**src/rtl/pseq_pkg.sv**
```systemverilog
package pseq_pkg;

  localparam int MAX_STEPS = 3;
  localparam int STEP_W    = $clog2(MAX_STEPS);

  typedef enum logic [2:0] {
    CL_ALU   = 3'd0,
    CL_LOAD  = 3'd1,
    CL_STORE = 3'd2,
    CL_BR    = 3'd3,
    CL_BRL   = 3'd4
  } cls_e;

  typedef struct packed {
    logic rd;
    logic wr;
    logic asel;
    logic flush;
    logic st;
    logic ld;
    logic lrw;
    logic lrf;
    logic pcld;
  } strobe_t;

  // unknown codes fall back to single-cycle ALU handling
  function automatic cls_e to_cls(input logic [2:0] raw);
    case (raw)
      3'd1:    return CL_LOAD;
      3'd2:    return CL_STORE;
      3'd3:    return CL_BR;
      3'd4:    return CL_BRL;
      default: return CL_ALU;
    endcase
  endfunction

  function automatic logic is_branch(input cls_e c);
    return (c == CL_BR) || (c == CL_BRL);
  endfunction

  function automatic logic [STEP_W-1:0] final_step(input cls_e c);
    case (c)
      CL_ALU:   return STEP_W'(0);
      CL_STORE: return STEP_W'(1);
      default:  return STEP_W'(MAX_STEPS - 1);
    endcase
  endfunction

endpackage

```
**src/rtl/pseq_front.sv**
```systemverilog
module pseq_front
  import pseq_pkg::*;
#(
  parameter int IW = 16
) (
  input  logic          clk,
  input  logic          rst,
  input  logic          go,
  input  logic          squash,
  input  logic          in_valid,
  input  cls_e          in_cls,
  input  logic [IW-1:0] in_word,
  output logic          f_vld,
  output cls_e          f_cls,
  output logic [IW-1:0] f_word,
  output logic          d_vld,
  output cls_e          d_cls,
  output logic [IW-1:0] d_word
);

  always_ff @(posedge clk) begin
    if (rst) begin
      f_vld  <= 1'b0;
      d_vld  <= 1'b0;
      f_cls  <= CL_ALU;
      d_cls  <= CL_ALU;
      f_word <= '0;
      d_word <= '0;
    end else if (squash) begin
      f_vld <= 1'b0;
      d_vld <= 1'b0;
    end else if (go) begin
      d_vld  <= f_vld;
      d_cls  <= f_cls;
      d_word <= f_word;
      f_vld  <= in_valid;
      f_cls  <= in_cls;
      f_word <= in_word;
    end
  end


  squash_clear_chk: assert property (@(posedge clk) disable iff (rst)
    squash |=> (!f_vld && !d_vld));


  front_hold_chk: assert property (@(posedge clk) disable iff (rst)
    (!go && !squash) |=> ($stable(f_vld) && $stable(d_vld) && $stable(f_word) && $stable(d_word)));

endmodule

```
**src/rtl/pseq_exec.sv**
```systemverilog
module pseq_exec
  import pseq_pkg::*;
#(
  parameter int IW = 16
) (
  input  logic              clk,
  input  logic              rst,
  input  logic              d_vld,
  input  cls_e              d_cls,
  input  logic [IW-1:0]     d_word,
  output logic              e_vld,
  output cls_e              e_cls,
  output logic [IW-1:0]     e_word,
  output logic [STEP_W-1:0] e_step,
  output logic              front_go,
  output logic              squash,
  output strobe_t           sb
);

  logic at_end;
  logic take;

  assign at_end   = e_vld && (e_step == final_step(e_cls));
  assign take     = !e_vld || at_end;
  assign squash   = e_vld && is_branch(e_cls) && (e_step == '0);
  assign front_go = take || (e_vld && is_branch(e_cls) && (e_step != '0));

  always_ff @(posedge clk) begin
    if (rst) begin
      e_vld  <= 1'b0;
      e_cls  <= CL_ALU;
      e_word <= '0;
      e_step <= '0;
    end else if (take) begin
      e_vld  <= d_vld;
      e_cls  <= d_cls;
      e_word <= d_word;
      e_step <= '0;
    end else begin
      e_step <= e_step + 1'b1;
    end
  end

  always_comb begin
    sb = '0;
    if (e_vld) begin
      case (e_cls)
        CL_STORE: begin
          sb.rd = 1'b1;
          if (e_step == '0) sb.asel = 1'b1;
          else begin
            sb.st = 1'b1;
            sb.wr = 1'b1;
          end
        end
        CL_LOAD: begin
          case (e_step)
            STEP_W'(0): begin sb.rd = 1'b1; sb.asel = 1'b1; end
            STEP_W'(1): sb.ld = 1'b1;
            default:    sb.wr = 1'b1;
          endcase
        end
        CL_BR, CL_BRL: begin
          case (e_step)
            STEP_W'(0): begin sb.flush = 1'b1; sb.asel = 1'b1; sb.pcld = 1'b1; end
            STEP_W'(1): sb.lrw = (e_cls == CL_BRL);
            default:    sb.lrf = (e_cls == CL_BRL);
          endcase
        end
        default: begin
          sb.rd = 1'b1;
          sb.wr = 1'b1;
        end
      endcase
    end
  end


  store_len_chk: assert property (@(posedge clk) disable iff (rst)
    (e_vld && e_cls == CL_STORE && e_step == '0) |=> (e_vld && e_cls == CL_STORE && e_step == STEP_W'(1)));


  load_len_chk: assert property (@(posedge clk) disable iff (rst)
    (e_vld && e_cls == CL_LOAD && e_step == STEP_W'(1)) |=> (e_vld && e_cls == CL_LOAD && e_step == STEP_W'(2)));


  branch_len_chk: assert property (@(posedge clk) disable iff (rst)
    (e_vld && is_branch(e_cls) && e_step == STEP_W'(1)) |=> (e_vld && $stable(e_cls) && e_step == STEP_W'(2)));


  alu_single_chk: assert property (@(posedge clk) disable iff (rst)
    (e_vld && e_cls == CL_ALU) |-> (e_step == '0));

endmodule

```
**src/rtl/pseq_pc.sv**
```systemverilog
module pseq_pc #(
  parameter int AW       = 32,
  parameter int PC_STEP  = 4,
  parameter int LINK_ADJ = 4
) (
  input  logic          clk,
  input  logic          rst,
  input  logic          inc,
  input  logic          load,
  input  logic [AW-1:0] tgt,
  input  logic          lr_cap,
  input  logic          lr_adj,
  output logic [AW-1:0] pc,
  output logic [AW-1:0] lr
);

  localparam logic [AW-1:0] STEP_V = AW'(PC_STEP);
  localparam logic [AW-1:0] ADJ_V  = AW'(LINK_ADJ);

  always_ff @(posedge clk) begin
    if (rst) begin
      pc <= '0;
      lr <= '0;
    end else begin
      if (load)     pc <= tgt;
      else if (inc) pc <= pc + STEP_V;
      if (lr_cap)      lr <= pc;
      else if (lr_adj) lr <= lr - ADJ_V;
    end
  end


  pc_step_chk: assert property (@(posedge clk) disable iff (rst)
    (inc && !load) |=> (pc == $past(pc) + STEP_V));


  pc_load_chk: assert property (@(posedge clk) disable iff (rst)
    load |=> (pc == $past(tgt)));


  lr_adj_chk: assert property (@(posedge clk) disable iff (rst)
    lr_adj |=> (lr == $past(lr) - ADJ_V));


  pc_hold_chk: assert property (@(posedge clk) disable iff (rst)
    (!inc && !load) |=> $stable(pc));

endmodule

```
**src/rtl/pipe_seq.sv**
```systemverilog
module pipe_seq
  import pseq_pkg::*;
#(
  parameter int IW       = 16,
  parameter int AW       = 32,
  parameter int PC_STEP  = 4,
  parameter int LINK_ADJ = 4
) (
  input  logic          clk,
  input  logic          rst,
  input  logic          in_valid,
  output logic          in_ready,
  input  logic [2:0]    in_class,
  input  logic [IW-1:0] in_word,
  input  logic [AW-1:0] tgt_addr,
  output logic          f_vld,
  output logic          d_vld,
  output logic          e_vld,
  output logic [1:0]    e_step,
  output logic [IW-1:0] e_word,
  output logic          rf_rd,
  output logic          rf_wr,
  output logic          addr_sel,
  output logic          flush,
  output logic          st_drive,
  output logic          ld_capture,
  output logic          lr_wr,
  output logic          lr_fix,
  output logic          pc_inc,
  output logic [AW-1:0] pc,
  output logic [AW-1:0] lr_val
);

  cls_e              in_cls, f_cls, d_cls, e_cls;
  logic [IW-1:0]     f_word, d_word;
  logic [STEP_W-1:0] step_q;
  logic              go, squash;
  strobe_t           sb;

  assign in_cls = to_cls(in_class);

  pseq_front #(.IW(IW)) u_front (
    .clk(clk), .rst(rst), .go(go), .squash(squash),
    .in_valid(in_valid), .in_cls(in_cls), .in_word(in_word),
    .f_vld(f_vld), .f_cls(f_cls), .f_word(f_word),
    .d_vld(d_vld), .d_cls(d_cls), .d_word(d_word)
  );

  pseq_exec #(.IW(IW)) u_exec (
    .clk(clk), .rst(rst),
    .d_vld(d_vld), .d_cls(d_cls), .d_word(d_word),
    .e_vld(e_vld), .e_cls(e_cls), .e_word(e_word), .e_step(step_q),
    .front_go(go), .squash(squash), .sb(sb)
  );

  pseq_pc #(.AW(AW), .PC_STEP(PC_STEP), .LINK_ADJ(LINK_ADJ)) u_pc (
    .clk(clk), .rst(rst),
    .inc(pc_inc), .load(sb.pcld), .tgt(tgt_addr),
    .lr_cap(sb.lrw), .lr_adj(sb.lrf),
    .pc(pc), .lr(lr_val)
  );

  assign in_ready   = go;
  assign pc_inc     = in_valid && go;
  assign e_step     = 2'(step_q);
  assign rf_rd      = sb.rd;
  assign rf_wr      = sb.wr;
  assign addr_sel   = sb.asel;
  assign flush      = sb.flush;
  assign st_drive   = sb.st;
  assign ld_capture = sb.ld;
  assign lr_wr      = sb.lrw;
  assign lr_fix     = sb.lrf;


  load_stall_chk: assert property (@(posedge clk) disable iff (rst)
    ld_capture |-> !in_ready);


  fetch_fill_chk: assert property (@(posedge clk) disable iff (rst)
    (in_valid && in_ready) |=> f_vld);


  fetch_bubble_chk: assert property (@(posedge clk) disable iff (rst)
    (!in_valid && in_ready) |=> !f_vld);

endmodule

```
**config.mk**
```make
export PLATFORM = sky130hd
export DESIGN_NAME = pipe_seq
export DESIGN_NICKNAME = d
export VERILOG_FILES = /design/src/rtl/pseq_pkg.sv /design/src/rtl/pseq_front.sv /design/src/rtl/pseq_exec.sv /design/src/rtl/pseq_pc.sv /design/src/rtl/pipe_seq.sv
export SDC_FILE = /design/constraint.sdc
export NUM_CORES = 1
export LEC_CHECK = 0
export BUFFER_PORTS_ARGS = -buffer_cell sky130_fd_sc_hd__buf_4
export CAP_MARGIN = 20
export CELL_PAD_IN_SITES_DETAIL_PLACEMENT = 0
export CELL_PAD_IN_SITES_GLOBAL_PLACEMENT = 1
export CORE_ASPECT_RATIO = 1.75
export CORE_MARGIN = 2
export CORE_UTILIZATION = 39
export DETAILED_ROUTE_END_ITERATION = 16
export PLACE_DENSITY_LB_ADDON = 0.1
export SETUP_SLACK_MARGIN = 0.4
export SLEW_MARGIN = 20
export SYNTH_ARGS = -nofsm -noshare
export SYNTH_HDL_FRONTEND = slang
export SYNTH_SLANG_ARGS = --single-unit
export TNS_END_PERCENT = 50
```
**constraint.sdc**
```tcl
create_clock -name clk -period 2.62 [get_ports clk]
set_clock_uncertainty 0.05 [all_clocks]
set_input_delay 0.262 -clock clk [delete_from_list [all_inputs] [get_ports clk]]
set_output_delay 0.262 -clock clk [all_outputs]
set_load 0.03 [all_outputs]
```
Yosys cells after proc, flatten, opt, wreduce, memory -nomap -nowiden
Cells that the tools add are included.

storage, ports and cells
  register bits after elaboration = 126
  bits of input ports = 54
  output and inout port bits = 95
  word-level logic and storage cells = 66

operators by class
  add/sub/neg operators = 3
  equal/unequal tests = 10
  mux-type cells = 20
  bitwise operators = 1
  reduce and logical (&&, ||, !) cells = 20

operator list
  operator                                                               number
  32-bit two-way mux                                                     4
  32-bit by 3-bit adder with 32-bit output (second input constant)       1
  32-bit by 3-bit subtractor with 32-bit output (second input constant)  1
  3-bit by 2-bit == test with 1-bit output (second input constant)       4
  3-bit one-hot mux with 4 select lines                                  1
  2-bit OR reduction                                                     5
  1-bit two-way mux                                                      9
  9-bit two-way mux                                                      1
  3-bit by 1-bit == test with 1-bit output (second input constant)       2
  3-bit == test (second input constant)                                  2
  2-bit one-hot mux with 3 select lines                                  1
  2-bit nonzero test                                                     3
  1-bit logical AND                                                      5
  2-bit one-hot mux with 2 select lines                                  1
  3-bit logical NOT                                                      1
  1-bit logical OR                                                       3
  3-bit two-way mux                                                      1
  2-bit by 1-bit adder with 2-bit output (second input constant)         1
  2-bit by 1-bit == test with 1-bit output (second input constant)       1
  2-bit == test                                                          1
  2-bit logical NOT                                                      1
  2-bit two-way mux                                                      1
  1-bit one-hot mux with 2 select lines                                  1
  2-bit AND reduction                                                    1
  other kinds (2)                                                        2

Logic depth before layout (Yosys ltp)
Gate-level depths: netlist of the first run.

  depth after elaboration = 9
  mapped depth = 10
  mapped depth without buffers = 8

Modules after synthesis
Synthesis of the first run repeated with hierarchy kept, for this count alone.

unflattened totals
  cell total of the unflattened synthesis = 753
  area, all modules = 6591.3 um^2

by module, submodules not included
  module      times used  cells each  area an instance (um^2)  sequential area each (um^2)
  pseq_pc     1           470         3723.6                   1281.2
  pseq_front  1           155         1662.8                   800.8
  pseq_exec   1           124         1168.6                   440.4
  pipe_seq    1           4           36.3                     0.0

Worst setup path after synthesis of the first run
OpenSTA, ideal clock, no wires.

  kind = flip-flop to flip-flop
  start = reg u_exec.e_step[0]
  end = reg u_pc.lr[16]
  library setup time = 133 ps
  arrival time = 2346 ps
  data required time = 2437 ps
  path slack = 91 ps
  stages on the path, launching flop included = 11
  path buffers = 2
  clock period less this slack = 2529 ps
  cell sequence = dfxtp_1 > inv_1 > ha_1 > clkbuf_1 > nor3b_1 > nand2_1 > inv_1 > buf_2 > nand2_1 > o311ai_0 > a31oi_1

between the ends
  word-level cells in the longest chain between the ends = 6
  elaborated cells between the ends (all ways) = 9
  classes of those cells = eq/ne (1); mux (5); reduce/logical (3)

RTL lines
  what                                                                           RTL line         source
  from (decl)                                                                    pseq_exec.sv:14  output logic [STEP_W-1:0] e_step,
  from (signal assigned)                                                         pseq_exec.sv:40  e_step <= e_step + 1'b1;
  2-bit by 1-bit == test with 1-bit output or 2-bit logical NOT (tied branches)  pseq_exec.sv:64  case (e_step)
  2-bit OR reduction (no source line) (*)                                        n/a
  1-bit two-way mux (*)                                                          pseq_exec.sv:64
  3-bit two-way mux (*)                                                          pseq_exec.sv:47  case (e_cls)
  9-bit two-way mux (*)                                                          pseq_exec.sv:46  if (e_vld) begin
  via lr_fix                                                                     pipe_seq.sv:28   output logic lr_fix,
  2-bit nonzero test (no source line) (*)                                        n/a
  to (signal assigned)                                                           pseq_pc.sv:27    if (lr_cap) lr <= pc;
  to (signal assigned)                                                           pseq_pc.sv:28    else if (lr_adj) lr <= lr - ADJ_V;
  to (decl)                                                                      pseq_pc.sv:14    output logic [AW-1:0] lr

Mark *: on every way through the listed nets, which the timed path passes. The rest lies on a longest branch.
A chain may end at the register's enable or synchronous reset.

Worst setup path in the final report of the first run
  start = reg u_pc.lr[10]
  end = reg u_pc.lr[31]

between the ends
  word-level cells in the longest chain between the ends = 3

RTL lines
  what                                           RTL line
  32-bit by 3-bit subtractor with 32-bit output  pseq_pc.sv:28
  32-bit two-way mux                             pseq_pc.sv:28
  32-bit two-way mux                             pseq_pc.sv:27

No other way between the ends. The select of a mux whose other input is x is not followed.

==> results of run 1 <==
-- flip-flops by register name (all words and copies together), names as in the netlist --
register	cells
u_exec.e_word	16
u_exec.e_vld	1
u_front.f_vld	1
u_front.d_vld	1
u_front.f_cls	3
u_pc.lr	32
u_pc.pc	32
u_exec.e_step	2
u_front.d_cls	3
u_front.d_word	16
u_front.f_word	16
u_exec.e_cls	3
-- critical path: stages (launching register included) --
cell	delay, ps
dfxtp_2	350
or4_4	570
or4_4	560
o41a_1	340
o21ai_2	110
a21oi_1	70
-- cells in the mapped netlist, types with 6 or more instances --
cell / instances / share of area
a21oi_1: 99 / 0.081
and3_1: 6 / 0.0061
nand3_1: 43 / 0.035
a211oi_1: 8 / 0.0098
o21ai_0: 34 / 0.028
a31oi_1: 16 / 0.016
nor4_1: 11 / 0.011
nor2_1: 26 / 0.016
clkbuf_1: 45 / 0.028
buf_2: 13 / 0.011
inv_1: 12 / 0.0074
or3_1: 11 / 0.011
xnor2_1: 9 / 0.013
nor3_1: 19 / 0.016
or4_1: 11 / 0.013
nand2_1: 131 / 0.080
nor3b_1: 12 / 0.015
a311oi_1: 8 / 0.011
o211ai_1: 13 / 0.016
dfxtp_1: 126 / 0.41
o311ai_0: 11 / 0.016
and4_1: 6 / 0.0086
a22oi_1: 9 / 0.011
nand4_1: 18 / 0.018
-- cells by family (layout without fill, tap and decap cells) --
kind of cell               after synthesis  count (layout)  share of synthesized area
AOI/OAI and AO/OA                      234             234                      0.240
xor gates and xnor gates                12              12                     0.0172
adders and majority gates                4               4                    0.00818
buffers and inverters                   75             257                     0.0493
DFF                                    126             126                      0.412
muxes                                    5               5                    0.00879
and+or+nand+nor                        319             320                      0.265
-- report_power, final --
part	switching (mW)	total, mW	internal (mW)
Combinational	0.196	0.347	0.151
Sequential	0.0594	2.03	1.97
Clock	0.919	2.28	1.36
Total	1.17	4.65	3.47
-- metal layers --
| metal | vias to the layer above | global-route usage | routed length, µm |
|---|---|---|---|
| li1 | 3197 | - | - |
| met1 | 3202 | 0.260 | 7840 |
| met2 | 246 | 0.452 | 11700 |
| met3 | 49 | 0.0416 | 1100 |
| met4 | 0 | 0.106 | 701 |
| met5 | - | 0 | 0 |
-- timing repair --
| item | in CTS | in global routing |
|---|---|---|
| buffers inserted | 8 | 19 |
| setup endpoints to repair | 82 | 85 |
| gates resized for setup | 24 | 40 |
| cloned | 0 | 1 |
| pin swaps | 4 | 12 |
-- per-stage QoR --
step,cells,total power [mW]
final,1144,4.65
after global routing,1144,4.82
after CTS,1124,4.69
after detailed placement,1084,2.41
after global placement,1084,2.40
after floorplan,775,2.23
-- how the worst max path moves through the flow --
stage	start	end	slack, ps	cells past startpoint
2_1_floorplan	u_pc.lr[2]$_SDFFE_PP0P_	u_pc.lr[22]$_SDFFE_PP0P_	360	7
3_3_place_gp	u_exec.e_cls[1]$_SDFFE_PP0P_	u_front.f_cls[0]$_SDFFE_PP0P_	250	7
3_5_place_dp	u_pc.lr[2]$_SDFFE_PP0P_	u_pc.lr[26]$_SDFFE_PP0P_	180	7
4_1_cts	u_exec.e_cls[0]$_SDFFE_PP0P_	in_ready	310	7
5_1_grt	u_exec.e_step[1]$_SDFF_PP0_	in_ready	360	7
6_report	u_pc.lr[10]$_SDFFE_PP0P_	u_pc.lr[31]$_SDFFE_PP0P_	430	5
-- layout make-up --
class | instances | area [µm²]
well taps | 186 | 233
fillers | 1458 | 6830
clock inverters | 13 | 113
clock buffers | 19 | 453
repair buffers | 212 | 1640
inverters | 13 | 60.1
multi-input cells | 575 | 3500
flip-flops and latches | 126 | 2560
==> flow_summary.toml, run 1 <==
[run_status]
status = "finished clean"

[die]
dieArea_mm2 = 0.0168
die_width_um = 98.7
fp-row-count = 60
coreArea_mm2 = 0.0154
start_util = 0.398
pin_count = 149
die_h_um = 170

[power]
pwr_density_cell_mw_per_mm2 = 543
p_leak_nw = 3.38
irDropWorstVdd_mv = 0.469

[worst_hold_path]
min_path_type = "primary input to flip-flop"
hold_start = "in_word[15]"
hold_end = "u_front.f_word[15]$_SDFFE_PP0P_"
min_delay_path_depth = 3

[clock_network]
cts.sinks = 126
holdBufCountCts = 0
clkLatencyLatePin_ps = 410
path_clk_slew_ps = 60
clockBufferDepth = 2
cts_buffers = 17
tritoncts = "built"
htree_levels = 4
cts_root_buffer = "clkbuf_16"

[sta]
drv_slew = 0
rsz0062_at_grt = "true"
setup_viol = 0
fin_setup_tns_ps = 0
period_needed_ps = 2190
tightest_slew_ps = 689
finalCritPeriodShare = 0.837
holdWs_ps = 45.5
fmax_mhz = 456
worst_slack_ps = 427
slew-limit-headroom = 0.535
final-hold-violation-count = 0

[placement]
place_area_mm2 = 0.00755
dpl.hpwl_um = 14800
gp_congestion = 0.814
dp_worst_setup_slack_ps = 185
place.port_buffers = 148

[route]
drc = 0
dr_total_vias = 6694
wl_per_cell_um = 18.6
postRouteWirelength_um = 21300
drtAntennaViolNets = 0
drt-initial-drc-count = 351
first_pass_iters = 5
vias_per_cell = 5.85

[synth]
seq_area_frac_synth = 0.412
syn-cell-area_mm2 = 0.00612
synth-async-reset-ratio = 0
synth_cell_types = 63
synth-seq-cells = 126
yosys_warnings = 0
syn_area_per_cell_um2 = 7.90
synth_enable_flop_cells = 0
synthesis.instances = 775
postSynthNetCount = 833
synth_ff_type = "dfxtp_1"

[finish]
utilization = 0.556
final_cell_area_mm2 = 0.00856
layout_commonest_cell = "buf_4"
drive_above_1_share = 0.319
final_cell_mix = "buf_4, nand2_1, dfxtp_1, a21oi_1, nand3_1"
syn2layout_area_growth_pct = 39.8
fin_nets = 1003
diodes = 0

[flow_run]
maxCapViolCount = 0

[critical_path]
worst_r2r_endpoint = "u_pc.lr[31]$_SDFFE_PP0P_"
r2r_slack_ps = 430
end_kind = "flip-flop"
r2r_start = "u_pc.lr[10]$_SDFFE_PP0P_"
arrival_ps = 2410
r2r_cells = 5
worstPathRequired_ps = 2830
critPathKind = "flip-flop to flip-flop"
startpoint_type = "flip-flop"
path_max_fanout = 6

[grt]
grt_util_all_layers = 0.241
grt_max_degree = 65
grt_pass1_vias = 6402
grt-ovfl-total = 0
antenna_found_initial = 0
grt_pass1_wl_um = 32300
(Power assumes the default switching activity.)
==> run 2: changes to the inputs <==
- clock period: 2.62 -> 2.2 ns (I/O delays scaled with it)
==> flow_summary.toml, run 2 (same netlist as run 1, synthesis figures left out) <==
[die]
start_util = 0.398
pin_count = 149
fp-row-count = 60
dieArea_mm2 = 0.0168
die_width_um = 98.7
die_h_um = 170
coreArea_mm2 = 0.0154

[power]
p_int_mw = 4.43
power.switching_mw = 1.49
irDropWorstVdd_mv = 0.608
pwr-share-clk = 0.503
fin_total_pwr_mw = 5.92
pwr_density_cell_mw_per_mm2 = 549
swShare = 0.251
p_comb_frac = 0.088
p_leak_nw = 4.46
seq_power_share = 0.409

[route]
drt-initial-drc-count = 521
drtAntennaViolNets = 0
vias_per_cell = 6.02
drc = 0
first_pass_iters = 5
wl_per_cell_um = 20.6
postRouteWirelength_um = 25900
dr_total_vias = 7563

[critical_path]
path_max_fanout = 4
arrival_ps = 2380
end_kind = "flip-flop"
startpoint_type = "flip-flop"
worstPathRequired_ps = 2440
critPathKind = "flip-flop to flip-flop"

[grt]
grt_pass1_vias = 7245
antenna_found_initial = 0
grt_pass1_wl_um = 37600
grt_max_degree = 43
grt-ovfl-total = 0
grt_util_all_layers = 0.285

[finish]
multi_input_area_mm2 = 0.00432
final_cell_mix = "buf_4, nand2_1, dfxtp_1, a21oi_1, buf_6"
top_regs = "u_pc.lr x32, u_pc.pc x32"
fin_nets = 1115
regArea_mm2 = 0.00259
diodes = 0
drive_above_1_share = 0.504
layout_commonest_cell = "buf_4"
fillerInstances = 1199
syn2layout_area_growth_pct = 76.0
final_cell_area_mm2 = 0.0108

[sta]
holdWs_ps = 7.71
rsz0062_at_grt = "true"
final-hold-violation-count = 0
slew-limit-headroom = 0.625
setup_viol = 0
period_needed_ps = 2140
fmax_mhz = 468
worst_slack_ps = 62.5
tightest_slew_ps = 563
fin_setup_tns_ps = 0
finalCritPeriodShare = 0.972
drv_slew = 0

[clock_network]
cts.sinks = 126
clkLatencyLatePin_ps = 420
path_clk_slew_ps = 60
cts_root_buffer = "clkbuf_16"
htree_levels = 4
tritoncts = "built"
cts_buffers = 17
clockBufferDepth = 2

[run_status]
status = "finished clean"

[placement]
place_area_mm2 = 0.00795
dpl.hpwl_um = 15300
dp_worst_setup_slack_ps = -56.9
place.port_buffers = 148
gp_congestion = 0.855

[worst_hold_path]
min_path_type = "primary input to flip-flop"

[flow_run]
maxCapViolCount = 0
## run 2: metrics by stage
stage / utilization / std cells
3_5_place_dp: 0.517 / 1109
3_3_place_gp: 0.517 / 1109
6_report: 0.700 / 1256
5_1_grt: 0.700 / 1256
4_1_cts: 0.654 / 1236
2_1_floorplan: - / 775
## run 2: critical path: stages, from the launching register on
cell and delay, ps:
dfxtp_4 340, or4_4 560, or4_4 540, o41a_1 330, o21ai_1 130, a21oi_1 80
## run 2: layout make-up
class / count / share of cell area
Sequential cell: 126 / 0.240
Clock buffer: 20 / 0.0424
Inverter: 13 / 0.00685
Multi-Input combinational cell: 577 / 0.401
Tap cell: 186 / 0.0216
Clock inverter: 12 / 0.0146
Timing Repair Buffer: 322 / 0.274
## run 2: final timing paths
kind / startpoint / endpoint / slack [ps] / depth (start not counted)
setup / recovery: u_pc.lr[15]$_SDFFE_PP0P_ / u_pc.lr[31]$_SDFFE_PP0P_ / 60 / 5
hold reg to reg: u_front.f_word[8]$_SDFFE_PP0P_ / u_front.d_word[8]$_SDFFE_PP0P_ / 400 / 2
setup reg to reg: u_pc.lr[15]$_SDFFE_PP0P_ / u_pc.lr[31]$_SDFFE_PP0P_ / 60 / 5
hold / removal: in_word[5] / u_front.f_word[5]$_SDFFE_PP0P_ / 8 / 3
## run 2: power groups by stage
stage	sequential (mW)	clock [mW]	combinational, mW
2_1_floorplan	2.50	0	0.170
3_3_place_gp	2.46	0	0.416
3_5_place_dp	2.46	0	0.424
4_1_cts	2.41	3.00	0.488
5_1_grt	2.42	3.10	0.554
6_report	2.42	2.98	0.521
## run 2: repair_timing
| item | 4_1_cts | 5_1_grt |
|---|---|---|
| setup buffers | 72 | 17 |
| resized for setup | 153 | 123 |
| endpoints found under the hold margin | 10 | 0 |
| hold buffers | 10 | 0 |
| setup endpoints to repair | 126 | 135 |
| gates cloned | 13 | 3 |
| pin swaps | 57 | 64 |
## run 2: per-layer routing
metal | wire length [µm] | vias up | GRT usage
met2 | 14300 | 325 | 0.547
met5 | 0 | - | 0
met3 | 1340 | 93 | 0.0428
met1 | 8640 | 3697 | 0.280
met4 | 1540 | 0 | 0.171
li1 | - | 3448 | -
==> run 3: changes to the inputs <==
- RECOVER_POWER: unset -> 25
==> flow_summary.toml, run 3 (same netlist as run 1, synthesis figures left out) <==
[critical_path]
r2r_start = "u_pc.lr[15]$_SDFFE_PP0P_"
critical_path.max_stage_delay_ps = 560
arrival_ps = 2440
r2r_cells = 6
crit_chain = "or4_4, nor4_2, buf_4, nand2_1, or4_1, a31oi_1"
r2r_slack_ps = 60
worst_r2r_endpoint = "u_pc.lr[23]$_SDFFE_PP0P_"
path_max_fanout = 4
slowest_stage = "or4_4"
startpoint_type = "flip-flop"
worstPathRequired_ps = 2500
end_kind = "flip-flop"
critPathKind = "flip-flop to flip-flop"

[sta]
period_needed_ps = 2140
fin_setup_tns_ps = 0
slew-limit-headroom = 0.633
finalCritPeriodShare = 0.974
drv_slew = 0
final-hold-violation-count = 0
tightest_slew_ps = 550
holdWs_ps = 7.54
fmax_mhz = 467
rsz0062_at_grt = "true"
setup_viol = 0
worst_slack_ps = 57.6

[power]
seq_power_share = 0.409
irDropWorstVdd_mv = 0.608
pwr-share-clk = 0.505
power.switching_mw = 1.49
pwr_density_cell_mw_per_mm2 = 557
p_int_mw = 4.42
p_comb_frac = 0.086
swShare = 0.252
p_leak_nw = 4.29

[placement]
dpl.hpwl_um = 15300
place.port_buffers = 148
gp_congestion = 0.855
dp_worst_setup_slack_ps = -56.9

[grt]
grt_pass1_wl_um = 37600
grt_max_degree = 43
grt_busiest_layer = "met2"
antenna_found_initial = 0
use_met1 = 0.280
use_met3 = 0.0428
grt_util_all_layers = 0.285
met2_usage = 0.547
grt_pass1_vias = 7245
grt-ovfl-total = 0

[clock_network]
cts_buffers = 17
path_clk_slew_ps = 60
htree_levels = 4
clockBufferDepth = 2
tritoncts = "built"
cts.sinks = 126
cts_root_buffer = "clkbuf_16"
clkLatencyLatePin_ps = 420

[finish]
top_regs = "u_pc.lr x32, u_pc.pc x32"
syn2layout_area_growth_pct = 73.4
layout_commonest_cell = "buf_4"
final_cell_mix = "buf_4, dfxtp_1, nand2_1, a21oi_1, buf_6"
drive_above_1_share = 0.456
fin_nets = 1115
diodes = 0

[worst_hold_path]
min_delay_path_depth = 3
hold_end = "u_front.f_word[5]$_SDFFE_PP0P_"
min_path_type = "primary input to flip-flop"
hold_start = "in_word[5]"

[route]
drc = 0
wl_per_cell_um = 20.7
postRouteWirelength_um = 25900
first_pass_iters = 6
dr_total_vias = 7509
drt-initial-drc-count = 491
vias_per_cell = 5.98
drtAntennaViolNets = 0

[run_status]
status = "finished clean"

[die]
fp-row-count = 60
pin_count = 149
die_width_um = 98.7
start_util = 0.398
coreArea_mm2 = 0.0154
dieArea_mm2 = 0.0168
die_h_um = 170

[flow_run]
maxCapViolCount = 0
==> run 3: power groups by stage <==
stage	clock network (mW)	logic [mW]	registers (mW)
after floorplan	0	0.170	2.50
after global placement	0	0.416	2.46
after detailed placement	0	0.424	2.46
after CTS	3.00	0.488	2.41
after global routing	3.10	0.544	2.42
final	2.98	0.511	2.42
==> run 3: timing repair <==
item	4_1_cts	5_1_grt
hold endpoints to repair	10	0
pin swaps	57	64
gates cloned	13	3
buffers inserted	72	17
resized for setup	153	123
hold buffers	10	0
endpoints found under the setup margin	126	135
==> run 3: area by class of cell <==
class                   count  area, µm²
repair buffers            322       2800
flip-flops and latches    126       2570
clock inverters            12        158
fillers                  1250       4770
clock buffers              20        457
inverters                  13       73.8
multi-input cells         577       4320
well taps                 186        233
==> run 3: critical path: cells and delay by family, from the launching register on <==
kind / cells / cell delay [ps]
AO/OA/AOI/OAI: 1 / 130
AND/OR/NAND/NOR: 4 / 1380
flip-flops: 1 / 340
buffers and inverters: 1 / 180
==> run 3: how the worst max path moves through the flow <==
stage | start | end | slack, ps | cells past startpoint
after CTS | u_pc.lr[15]$_SDFFE_PP0P_ | u_pc.lr[31]$_SDFFE_PP0P_ | 70 | 5
final | u_pc.lr[15]$_SDFFE_PP0P_ | u_pc.lr[23]$_SDFFE_PP0P_ | 60 | 6
after floorplan | u_pc.lr[15]$_SDFFE_PP0P_ | u_pc.lr[31]$_SDFFE_PP0P_ | 30 | 6
after detailed placement | u_pc.lr[9]$_SDFFE_PP0P_ | u_pc.lr[25]$_SDFFE_PP0P_ | -60 | 5
after global routing | u_exec.e_cls[2]$_SDFFE_PP0P_ | u_pc.pc[11]$_SDFFE_PP0P_ | 7 | 6
after global placement | u_pc.lr[9]$_SDFFE_PP0P_ | u_pc.lr[25]$_SDFFE_PP0P_ | -80 | 5
==> run 3: stage by stage <==
step	utilization	instances	area [µm²]	power [mW]
floorplan	-	775	6520	2.67
CTS	0.654	1236	10100	5.90
detailed placement	0.517	1109	7950	2.89
global route	0.690	1256	10600	6.07
finish	0.690	1256	10600	5.91
global placement	0.517	1109	7950	2.87
==> run 3: metal layers <==
layer  up-vias  part of all wire
li1       3443                 -
met1      3647              0.34
met2       327              0.55
met3        92             0.049
met4         0             0.059
met5         -                 0
